$ cat src/rtl/snz_pkg.sv
package snz_pkg;

    typedef enum logic [1:0] {
        CYC_DESEL = 2'd0,
        CYC_READ  = 2'd1,
        CYC_WRITE = 2'd2,
        CYC_CONT  = 2'd3
    } cyc_e;

    typedef enum logic [1:0] {
        PH_ACTIVE  = 2'd0,
        PH_ENTER   = 2'd1,
        PH_SNOOZE  = 2'd2,
        PH_RECOVER = 2'd3
    } phase_e;

    typedef struct packed {
        logic gate;
        logic hiz;
        logic low;
    } ctl_t;

    function automatic logic recovery_ok(input cyc_e c);
        return (c == CYC_DESEL) || (c == CYC_READ);
    endfunction

    function automatic logic phase_gated(input phase_e p);
        return (p == PH_SNOOZE) || (p == PH_RECOVER);
    endfunction

endpackage

$ cat src/rtl/snz_sync.sv
module snz_sync #(
    parameter int STAGES = 2
) (
    input  logic clk,
    input  logic rst,
    input  logic d_async,
    output logic q_sync
);
    logic [STAGES-1:0] chain;

    generate
        for (genvar i = 0; i < STAGES; i++) begin : g_stage
            if (i == 0) begin : g_first
                always_ff @(posedge clk) begin
                    if (rst) chain[0] <= 1'b0;
                    else     chain[0] <= d_async;
                end
            end else begin : g_next
                always_ff @(posedge clk) begin
                    if (rst) chain[i] <= 1'b0;
                    else     chain[i] <= chain[i-1];
                end
            end
        end
    endgenerate

    assign q_sync = chain[STAGES-1];
endmodule

$ cat src/rtl/snz_phase_fsm.sv
module snz_phase_fsm
    import snz_pkg::*;
#(
    parameter int ENTRY_CYC = 2,
    parameter int RECOV_CYC = 2
) (
    input  logic   clk,
    input  logic   rst,
    input  logic   sleep_s,
    output phase_e phase
);
    localparam int MAXC = (ENTRY_CYC > RECOV_CYC) ? ENTRY_CYC : RECOV_CYC;
    localparam int CW   = (MAXC > 1) ? $clog2(MAXC) : 1;
    localparam logic [CW-1:0] ENTRY_LAST = CW'(ENTRY_CYC - 1);
    localparam logic [CW-1:0] RECOV_LAST = CW'(RECOV_CYC - 1);

    phase_e        st;
    logic [CW-1:0] cnt;

    always_ff @(posedge clk) begin
        if (rst) begin
            st  <= PH_ACTIVE;
            cnt <= '0;
        end else begin
            case (st)
                PH_ACTIVE: begin
                    if (sleep_s) begin
                        st  <= PH_ENTER;
                        cnt <= '0;
                    end
                end
                PH_ENTER: begin
                    if (!sleep_s) begin
                        st  <= PH_ACTIVE;
                        cnt <= '0;
                    end else if (cnt == ENTRY_LAST) begin
                        st  <= PH_SNOOZE;
                        cnt <= '0;
                    end else begin
                        cnt <= cnt + 1'b1;
                    end
                end
                PH_SNOOZE: begin
                    if (!sleep_s) begin
                        st  <= PH_RECOVER;
                        cnt <= '0;
                    end
                end
                default: begin
                    if (sleep_s) begin
                        st  <= PH_ENTER;
                        cnt <= '0;
                    end else if (cnt == RECOV_LAST) begin
                        st  <= PH_ACTIVE;
                        cnt <= '0;
                    end else begin
                        cnt <= cnt + 1'b1;
                    end
                end
            endcase
        end
    end

    assign phase = st;

    // snooze is only ever reached through the entry window
    p_snooze_from_entry_r3: assert property (@(posedge clk) disable iff (rst)
        (st == PH_SNOOZE && $past(st) != PH_SNOOZE) |-> $past(st) == PH_ENTER);

    // a release from snooze always passes through recovery
    p_snooze_exit_r5: assert property (@(posedge clk) disable iff (rst)
        ($past(st) == PH_SNOOZE && st != PH_SNOOZE) |-> st == PH_RECOVER);

    // dropping the request during entry returns to normal operation
    p_abort_entry_r9: assert property (@(posedge clk) disable iff (rst)
        (st == PH_ENTER && !sleep_s) |=> st == PH_ACTIVE);
endmodule

$ cat src/rtl/snz_viol_mon.sv
module snz_viol_mon
    import snz_pkg::*;
(
    input  logic   clk,
    input  logic   rst,
    input  phase_e phase,
    input  cyc_e   cyc,
    output logic   viol
);
    logic flag;

    always_ff @(posedge clk) begin
        if (rst)                                         flag <= 1'b0;
        else if (phase == PH_RECOVER && !recovery_ok(cyc)) flag <= 1'b1;
    end

    assign viol = flag;

    // the flag never clears without reset
    p_viol_sticky_r7: assert property (@(posedge clk) disable iff (rst)
        flag |=> flag);

    // the flag can only rise from a recovery-window sample
    p_viol_source_r8: assert property (@(posedge clk) disable iff (rst)
        $rose(flag) |-> $past(phase) == PH_RECOVER);

    // a forbidden cycle in recovery is flagged on the next state
    p_viol_catch_r6: assert property (@(posedge clk) disable iff (rst)
        (phase == PH_RECOVER && (cyc == CYC_WRITE || cyc == CYC_CONT)) |=> flag);
endmodule

$ cat src/rtl/snz_sequencer.sv
module snz_sequencer
    import snz_pkg::*;
#(
    parameter int SYNC_STAGES = 2,
    parameter int ENTRY_CYC   = 2,
    parameter int RECOV_CYC   = 2
) (
    input  logic       clk,
    input  logic       rst,
    input  logic       sleep_async,
    input  logic [1:0] cyc_type,
    output logic       in_gate,
    output logic       out_hiz,
    output logic       lowpwr,
    output logic       viol
);
    logic   sleep_s;
    phase_e phase;
    ctl_t   ctl;

    snz_sync #(.STAGES(SYNC_STAGES)) u_sync (
        .clk     (clk),
        .rst     (rst),
        .d_async (sleep_async),
        .q_sync  (sleep_s)
    );

    snz_phase_fsm #(.ENTRY_CYC(ENTRY_CYC), .RECOV_CYC(RECOV_CYC)) u_fsm (
        .clk     (clk),
        .rst     (rst),
        .sleep_s (sleep_s),
        .phase   (phase)
    );

    snz_viol_mon u_mon (
        .clk   (clk),
        .rst   (rst),
        .phase (phase),
        .cyc   (cyc_e'(cyc_type)),
        .viol  (viol)
    );

    always_comb begin
        ctl.gate = phase_gated(phase);
        ctl.hiz  = phase_gated(phase);
        ctl.low  = (phase == PH_SNOOZE) && sleep_s;
    end

    assign in_gate = ctl.gate;
    assign out_hiz = ctl.hiz;
    assign lowpwr  = ctl.low;

    // low power implies both gates closed
    p_low_gated_r3: assert property (@(posedge clk) disable iff (rst)
        lowpwr |-> (in_gate && out_hiz));

    // low power never outlives the synchronized request
    p_low_follows_req_r4: assert property (@(posedge clk) disable iff (rst)
        !sleep_s |-> !lowpwr);
endmodule

$ cat config.mk
export PLATFORM = sky130hd
export DESIGN_NAME = snz_sequencer
export DESIGN_NICKNAME = d
export VERILOG_FILES = /design/src/rtl/snz_pkg.sv /design/src/rtl/snz_sync.sv /design/src/rtl/snz_phase_fsm.sv /design/src/rtl/snz_viol_mon.sv /design/src/rtl/snz_sequencer.sv
export SDC_FILE = /design/constraint.sdc
export NUM_CORES = 1
export LEC_CHECK = 0
export ABC_CLOCK_PERIOD_IN_PS = 2600
export BUFFER_PORTS_ARGS = -buffer_cell sky130_fd_sc_hd__buf_2
export CORE_AREA = 2 2 39 41
export CTS_BUF_LIST = sky130_fd_sc_hd__clkbuf_8
export CTS_CLUSTER_DIAMETER = 150
export DETAILED_ROUTE_END_ITERATION = 8
export DIE_AREA = 0 0 41 43
export PLACE_DENSITY = 0.39
export SYNTH_ARGS = -nofsm -noshare
export SYNTH_HDL_FRONTEND = slang
export SYNTH_SLANG_ARGS = --single-unit
$ cat constraint.sdc
create_clock -name clk -period 2.6 [get_ports clk]
set_input_delay 0.13 -clock clk [delete_from_list [all_inputs] [get_ports clk]]
set_output_delay 0.13 -clock clk [all_outputs]
set_load 0.03 [all_outputs]
==> reports/summary.txt, run 1 <==
Status - completed
CP max stage delay - 0.45 ns
Global-route wire length before repair - 828 microns
Boundary Pins - 9
Worst r2r path cells - 2
Transition time of the tightest slew-check pin - 0.2537 ns
Post-Syn Instances - 26
CTS Buf Count - 3
Post-Synth Simple-Gate Area - 0.2367
Cell Pwr Density - 717.7 mW/mm^2
Drt total wl - 526 microns
Fillers - 155
Largest family of logic cells by synthesized area - simple AND/OR/NAND/NOR gates
CP Launch Point - u_fsm.phase[1]
Clk Latency, worst-skew pair - 0.23 ns
Non-filler cells, final - 50
GPL Wtd Cong - 0.7127
DR iter-0 viols - 3
H-tree levels - 1
Max-slew violation count - 0
Maxcap violations - 0
CTS root buf - clkbuf_8
Critical Path End - lowpwr
Design area - 344.1 sq um
Worst R2R Start - u_fsm.phase[1]
Nets - 41
Mean Syn Cell Area - 9.961 sq um
Footprint of the multi-input gates - 120.1 sq um
#FFs+latches synth - 6
Row count - 14
Num Clock Sinks - 6
Post-CTS Resized - 0
Pre-antenna DRT Iters - 2
Buffers on Ports - 7
Crit-path max FO - 8
WL/cell - 10.52 microns
Critical path cell sequence - nand3b_1 > inv_1 > buf_2
Area share of fa/ha/maj cells after synthesis - 0
Setup_tns - 0 ns
Area after DPL - 302.8 sq um
Flop-to-flop setup slack - 1.54 ns
Worst path required time - 2.47 ns
Multiplexer area fraction after synthesis - 0.04348
Die Y - 43 microns
Post-CTS Hold Buffers - 0
Storage cell area - 120.1 sq um
Final Skew - 0.006621 ns
CP Class - reg2out
Post-route DRC - 0
Fin crit period - 1.189 ns
Overflow left after global routing - 0
Final period utilization - 0.4572
CP Capture Type - primary output
Vias - 217
Antenna violations before repair - 0
CTS tree - done
Synth-to-layout area growth - 32.85%
Syn nets - 31
Highest clock rate - 841.2 MHz
Final setup viols - 0
Worst vdd ir - 0.2868 mV
Core area - 0.001384 sq mm
Final hold vios - 0
Sequential share of the synthesized area - 0.4638
Synth Area in Compound Gates - 0.1498
Slowest cell on the critical path - dfxtp_1
Die width - 41 microns
Slew margin rel. - 0.8306
Clock transition at path regs - 0.04 ns
Vias per inst - 4.340
Crit path DAT - 1.06 ns
Postcts setup bufs - 0
Mapped Area - 259.0 sq um
Die area - 0.001763 sq mm
GRT Resource Usage Total - 0.07948
Critical R2R Capture - u_fsm.cnt
Share of layout cells above drive strength 1 - 0.2941
Setup crit start kind - flip-flop
HP Class - in2reg
Placed Cells - 47
Post-Synth XOR/XNOR Area - 0.03382
# diodes - 0
Cell variety after synth - 16
RSZ-0062 raised after global routing - no
Clk buf depth - 2
Vias in the first global route - 222
HP Start - sleep_async
ANT nets after route - 0
Initial Utilization - 0.1872
Final core utilization - 0.2486
Lkg Pwr - 0.1483 nW
Final Power - 0.0002469 W
Pin count of the biggest net entering global routing - 9
Number of synthesis warnings - 0
## report_power, final
part	total [W]	switching, W	internal (W)
clock network	0.000143	0.0000434	0.0000997
logic	0.00000731	0.00000323	0.00000408
registers	0.0000965	0.00000196	0.0000946
total	0.000247	0.0000486	0.000198
## stage by stage
step / hold slack [ns] / worst slack (ns)
3_5_place_dp: 0.3723 / 1.541
3_3_place_gp: 0.3604 / 1.562
2_1_floorplan: 0.2016 / 1.513
6_report: 0.1312 / 1.411
5_1_grt: 0.1511 / 1.325
4_1_cts: 0.1461 / 1.402
## cell usage after synthesis
cell       n  share of area
a21boi_0   1          0.029
nor2b_1    3          0.072
o2111a_1   1          0.043
buf_4      1          0.029
nand3b_1   2          0.058
nand4b_1   1          0.034
xnor2_1    1          0.034
nor2_1     1          0.014
clkbuf_1   1          0.014
dfxtp_1    6           0.46
a31oi_1    1          0.024
o2bb2ai_1  1          0.034
nor3b_1    2          0.058
o21ai_0    1          0.019
mux2_1     1          0.043
inv_1      2          0.029
## area by class of cell
cell class                 instances  area share
tap                               16     0.05818
inverter                           2     0.02182
clock buffer                       3      0.1200
timing repair buffer               7      0.1018
multi-input combinational         16      0.3491
sequential                         6      0.3491
## worst min path at each step
stage / end / cells past startpoint
final: u_sync.chain[0] / 2
after global routing: u_sync.chain[0] / 2
after CTS: u_sync.chain[0] / 2
after detailed placement: u_sync.chain[0] / 2
after global placement: u_sync.chain[0] / 2
after floorplan: u_sync.chain[0] / 1
## cells by family after synthesis
| logic type | Yosys count |
|---|---|
| buf+inv | 4 |
| flops | 6 |
| xor+xnor | 1 |
| mux | 1 |
| compound gates | 5 |
| simple gates | 9 |
## layer usage
layer / track usage / vias to the layer above / wire length (microns)
li1: - / 107 / -
met1: 0.06472 / 101 / 222
met2: 0.1094 / 7 / 238
met3: 0.06283 / 2 / 54
met4: 0.08000 / 0 / 11
met5: 0 / - / 0
## critical path, delay by kind of cell (launching register included)
kind / cells / cell delay [ns]
buffers and inverters: 2 / 0.25
and+or+nand+nor: 1 / 0.13
DFF: 1 / 0.45
## cell usage in the layout (no fill, tap or decap)
master and n:
a21boi_0 1, a31oi_1 1, buf_2 7, clkbuf_8 3, dfxtp_1 6, inv_1 2, mux2_1 1, nand3b_1 2
nand4b_1 1, nor2_1 1, nor2b_1 3, nor3b_1 2, o2111a_1 1, o21ai_0 1, o2bb2ai_1 1, xnor2_1 1
## registers in the layout (all words and copies together) (netlist names)
register       count
u_sync.chain       1
u_fsm.phase        2
u_fsm.cnt          1
u_sync.q_sync      1
u_mon.viol         1
Note: power is estimated with default switching activity, not from simulation.
==> run 2: changes to the inputs <==
--- a/config.mk
+++ b/config.mk
@@ -5,14 +5,15 @@
 export SDC_FILE = /design/constraint.sdc
 export NUM_CORES = 1
 export LEC_CHECK = 0
-export ABC_CLOCK_PERIOD_IN_PS = 2600
+export ABC_AREA = 1
+export ABC_CLOCK_PERIOD_IN_PS = 1000
 export BUFFER_PORTS_ARGS = -buffer_cell sky130_fd_sc_hd__buf_2
 export CORE_AREA = 2 2 39 41
 export CTS_BUF_LIST = sky130_fd_sc_hd__clkbuf_8
 export CTS_CLUSTER_DIAMETER = 150
 export DETAILED_ROUTE_END_ITERATION = 8
 export DIE_AREA = 0 0 41 43
-export PLACE_DENSITY = 0.39
+export PLACE_DENSITY = 0.43
 export SYNTH_ARGS = -nofsm -noshare
 export SYNTH_HDL_FRONTEND = slang
 export SYNTH_SLANG_ARGS = --single-unit
==> constraint.sdc (replaced) <==
create_clock -name clk -period 1 [get_ports clk]
set_input_delay 0.05 -clock clk [delete_from_list [all_inputs] [get_ports clk]]
set_output_delay 0.05 -clock clk [all_outputs]
set_load 0.03 [all_outputs]
==> reports/summary.txt, run 2 <==
Status - completed
DR iter-0 viols - 4 (+1)
GPL Wtd Cong - 0.6681 (-6.3%)
Final hold vios - 0 (unchanged)
Number of flip-flops in the largest register - 2 (unchanged)
Global-route wire length before repair - 938 microns (+13%)
Clk buf depth - 2 (unchanged)
Crit-path max FO - 5 (-3)
Lkg Pwr - 0.1842 nW (+24%)
Seq pwr share - 0.388 (-0.003)
Flop-to-flop setup slack - 0.05 ns (-1.49 ns)
Highest clock rate - 1018 MHz
Gate power share - 0.051 (+0.021)
Cell Pwr Density - 1558 mW/mm^2 (+120%)
Core area - 0.001384 sq mm (unchanged)
Worst vdd ir - 0.6994 mV (+140%)
Footprint of the multi-input gates - 130.1 sq um (+8.3%)
Transition time of the tightest slew-check pin - 0.2049 ns (-0.04880 ns)
Nets - 59 (+44%)
Post-synth EDFFs - 0 (unchanged)
Maxcap violations - 0 (unchanged)
Hold Path End - u_sync.chain[0]
Vias per inst - 4.147 (-4.4%)
Psw - 0.0001209 W (+150%)
Post-route DRC - 0 (unchanged)
Mapped Area - 290.3 sq um (+12%)
CP Capture Type - primary output
Boundary Pins - 9 (unchanged)
Clk Latency, worst-skew pair - 0.22 ns (about the same)
RSZ-0062 raised after global routing - yes
Overflow left after global routing - 0 (unchanged)
Crit path DAT - 0.93 ns (-0.13 ns)
Die area - 0.001763 sq mm (unchanged)
Final Skew - 0.0007371 ns (-0.005884 ns)
#FFs+latches synth - 6 (unchanged)
Top cells by count, synth - 8 x inv_1, 7 x nand3_1, 6 x dfxtp_1
Fillers - 152 (-1.9%)
Number of synthesis warnings - 0 (unchanged)
CTS root buf - clkbuf_8
Die width - 41 microns (unchanged)
Pre-antenna DRT Iters - 4 (+2)
Area leader, netlist - dfxtp_1
CTS Buf Count - 3 (unchanged)
Ys flop type - dfxtp_1
Setup crit start kind - flip-flop
Max-slew violation count - 0 (unchanged)
Final period utilization - 0.9822
Sequential share of the synthesized area - 0.4138 (-0.04998)
Synth top area share - 0.4138 (-0.04998)
DP Wirelength - 392.4 microns
ANT nets after route - 0 (unchanged)
# diodes - 0 (unchanged)
Placed Cells - 65 (+38%)
Worst path required time - 0.95 ns (-1.52 ns)
Num Clock Sinks - 6 (unchanged)
CTS tree - done
Buffers on Ports - 7 (unchanged)
Slew margin rel. - 0.8619 (+0.03132)
Worst R2R Start - u_fsm.phase[1]
Storage cell area - 127.6 sq um (+6.2%)
HP Start - sleep_async
Drt total wl - 526 microns (unchanged)
HP Class - in2reg
Synth-to-layout area growth - 40.52%
Final core utilization - 0.2948 (+0.04611)
Syn nets - 47 (+52%)
Most frequent cells in the layout - 7 x nand3_1, 6 x inv_1, 6 x buf_2, 5 x nand2_1
Vias - 282 (+30%)
Die Y - 43 microns (unchanged)
Pint - 0.0005145 W (+160%)
Non-filler cells, final - 68 (+36%)
Final setup viols - 0 (unchanged)
Antenna violations before repair - 0 (unchanged)
Post-CTS Hold Buffers - 0 (unchanged)
Vias in the first global route - 249 (+12%)
Fraction of registers with async set/reset - 0 (unchanged)
Pin count of the biggest net entering global routing - 7 (-2)
H-tree levels - 1 (unchanged)
GRT Resource Usage Total - 0.07770 (-0.001778)
Largest cells by area after synthesis - dfxtp_1 41%, nand3_1 12%, inv_1 10%
CP Class - reg2out
Sw frac - 0.1903 (-0.006420)
Post-Syn Instances - 42 (+62%)
Worst r2r path cells - 5 (+3)
Final Power - 0.0006354 W (+160%)
Row count - 14 (unchanged)
WHS Path Cells - 3 (+1)
Dominant cell by count in the synthesized netlist - inv_1
Share of layout cells above drive strength 1 - 0.4231 (+0.1290)
Critical R2R Capture - u_fsm.phase[1]
Cell variety after synth - 14 (-2)
Clock transition at path regs - 0.04 ns (about the same)
Initial Utilization - 0.2098 (+0.02260)
Most common cell after layout, fill and taps aside - nand3_1
Clock share of power - 0.561 (-0.019)
Fin crit period - 0.9822 ns
Mean Syn Cell Area - 6.911 sq um (-31%)
Postcts setup bufs - 0 (unchanged)
WL/cell - 7.735 microns (-26%)
-- run 2: cell count changes after synthesis, moves of 2 or more --
cell      change
nor3b_1       -2
nor2b_1       -3
nand3_1       +7
nand3b_1      -2
inv_1         +6
nand2_2       +3
nand2_1       +5
nor2_1        +3
-- run 2: logic make-up (layout without fill, tap and decap cells) --
family / Yosys count / count (layout) / synth area share
AND/OR/NAND/NOR: 20 / 20 / 0.3233
buffers and inverters: 11 / 21 / 0.1552
flip-flops: 6 / 6 / 0.4138
AO/OA/AOI/OAI: 5 / 5 / 0.1077
-- run 2: layout make-up --
type	instances	share of cell area
Clock buffer	3	0.1012
Inverter	9	0.08896
Sequential cell	6	0.3129
Multi-Input combinational cell	25	0.3190
Tap cell	16	0.04908
Timing Repair Buffer	9	0.1288
-- run 2: power groups by stage --
stage               clock network (W)  logic [W]  registers [W]
finish                       0.000356  0.0000325       0.000247
global route                 0.000374  0.0000369       0.000247
CTS                          0.000364  0.0000320       0.000251
detailed placement                  0  0.0000317       0.000254
global placement                    0  0.0000323       0.000254
floorplan                           0  0.0000171       0.000254
-- run 2: how the worst max path moves through the flow --
stage / startpoint / end / slack (ns) / cells after the start
3_5_place_dp: u_fsm.phase[1] / u_fsm.phase[1] / 0.02 / 7
6_report: u_fsm.phase[0] / lowpwr / 0.02 / 4
3_3_place_gp: u_fsm.phase[1] / u_fsm.phase[1] / 0.006 / 7
4_1_cts: u_fsm.phase[0] / lowpwr / 0.02 / 4
5_1_grt: u_fsm.phase[0] / lowpwr / -0.02 / 4
2_1_floorplan: u_fsm.phase[1] / lowpwr / 0.03 / 2
-- run 2: timing repair --
action | in CTS | in global routing
resized for setup | 4 | 5
gates cloned | 0 | 0
setup endpoints to repair | 3 | 4
pin swaps | 0 | 1
-- run 2: stage by stage --
stage	TNS, ns	setup slack (ns)	area (sq um)	hold slack, ns
floorplan	0	0.03395	291.5	0.1124
global placement	0	0.005806	349.1	0.2594
detailed placement	0	0.01919	349.1	0.2588
CTS	0	0.02258	395.4	0.03328
global route	-0.02725	-0.02006	407.9	0.03554
finish	0	0.01781	407.9	0.04028
-- run 2: per-layer routing --
metal | wire length [microns] | part of all wire | global-route usage | up-vias
li1 | - | - | - | 155
met1 | 261 | 0.50 | 0.1209 | 121
met2 | 238 | 0.45 | 0.08750 | 6
met5 | 0 | 0 | 0 | -
met4 | 0 | 0 | 0.06000 | 0
met3 | 26 | 0.049 | 0.01571 | 0
-- run 2: worst max-delay path, cell delays in order (launching register included) --
cell	delay (ns)
dfxtp_4	0.36
inv_4	0.06
nand2_4	0.05
nor2_1	0.09
buf_4	0.16
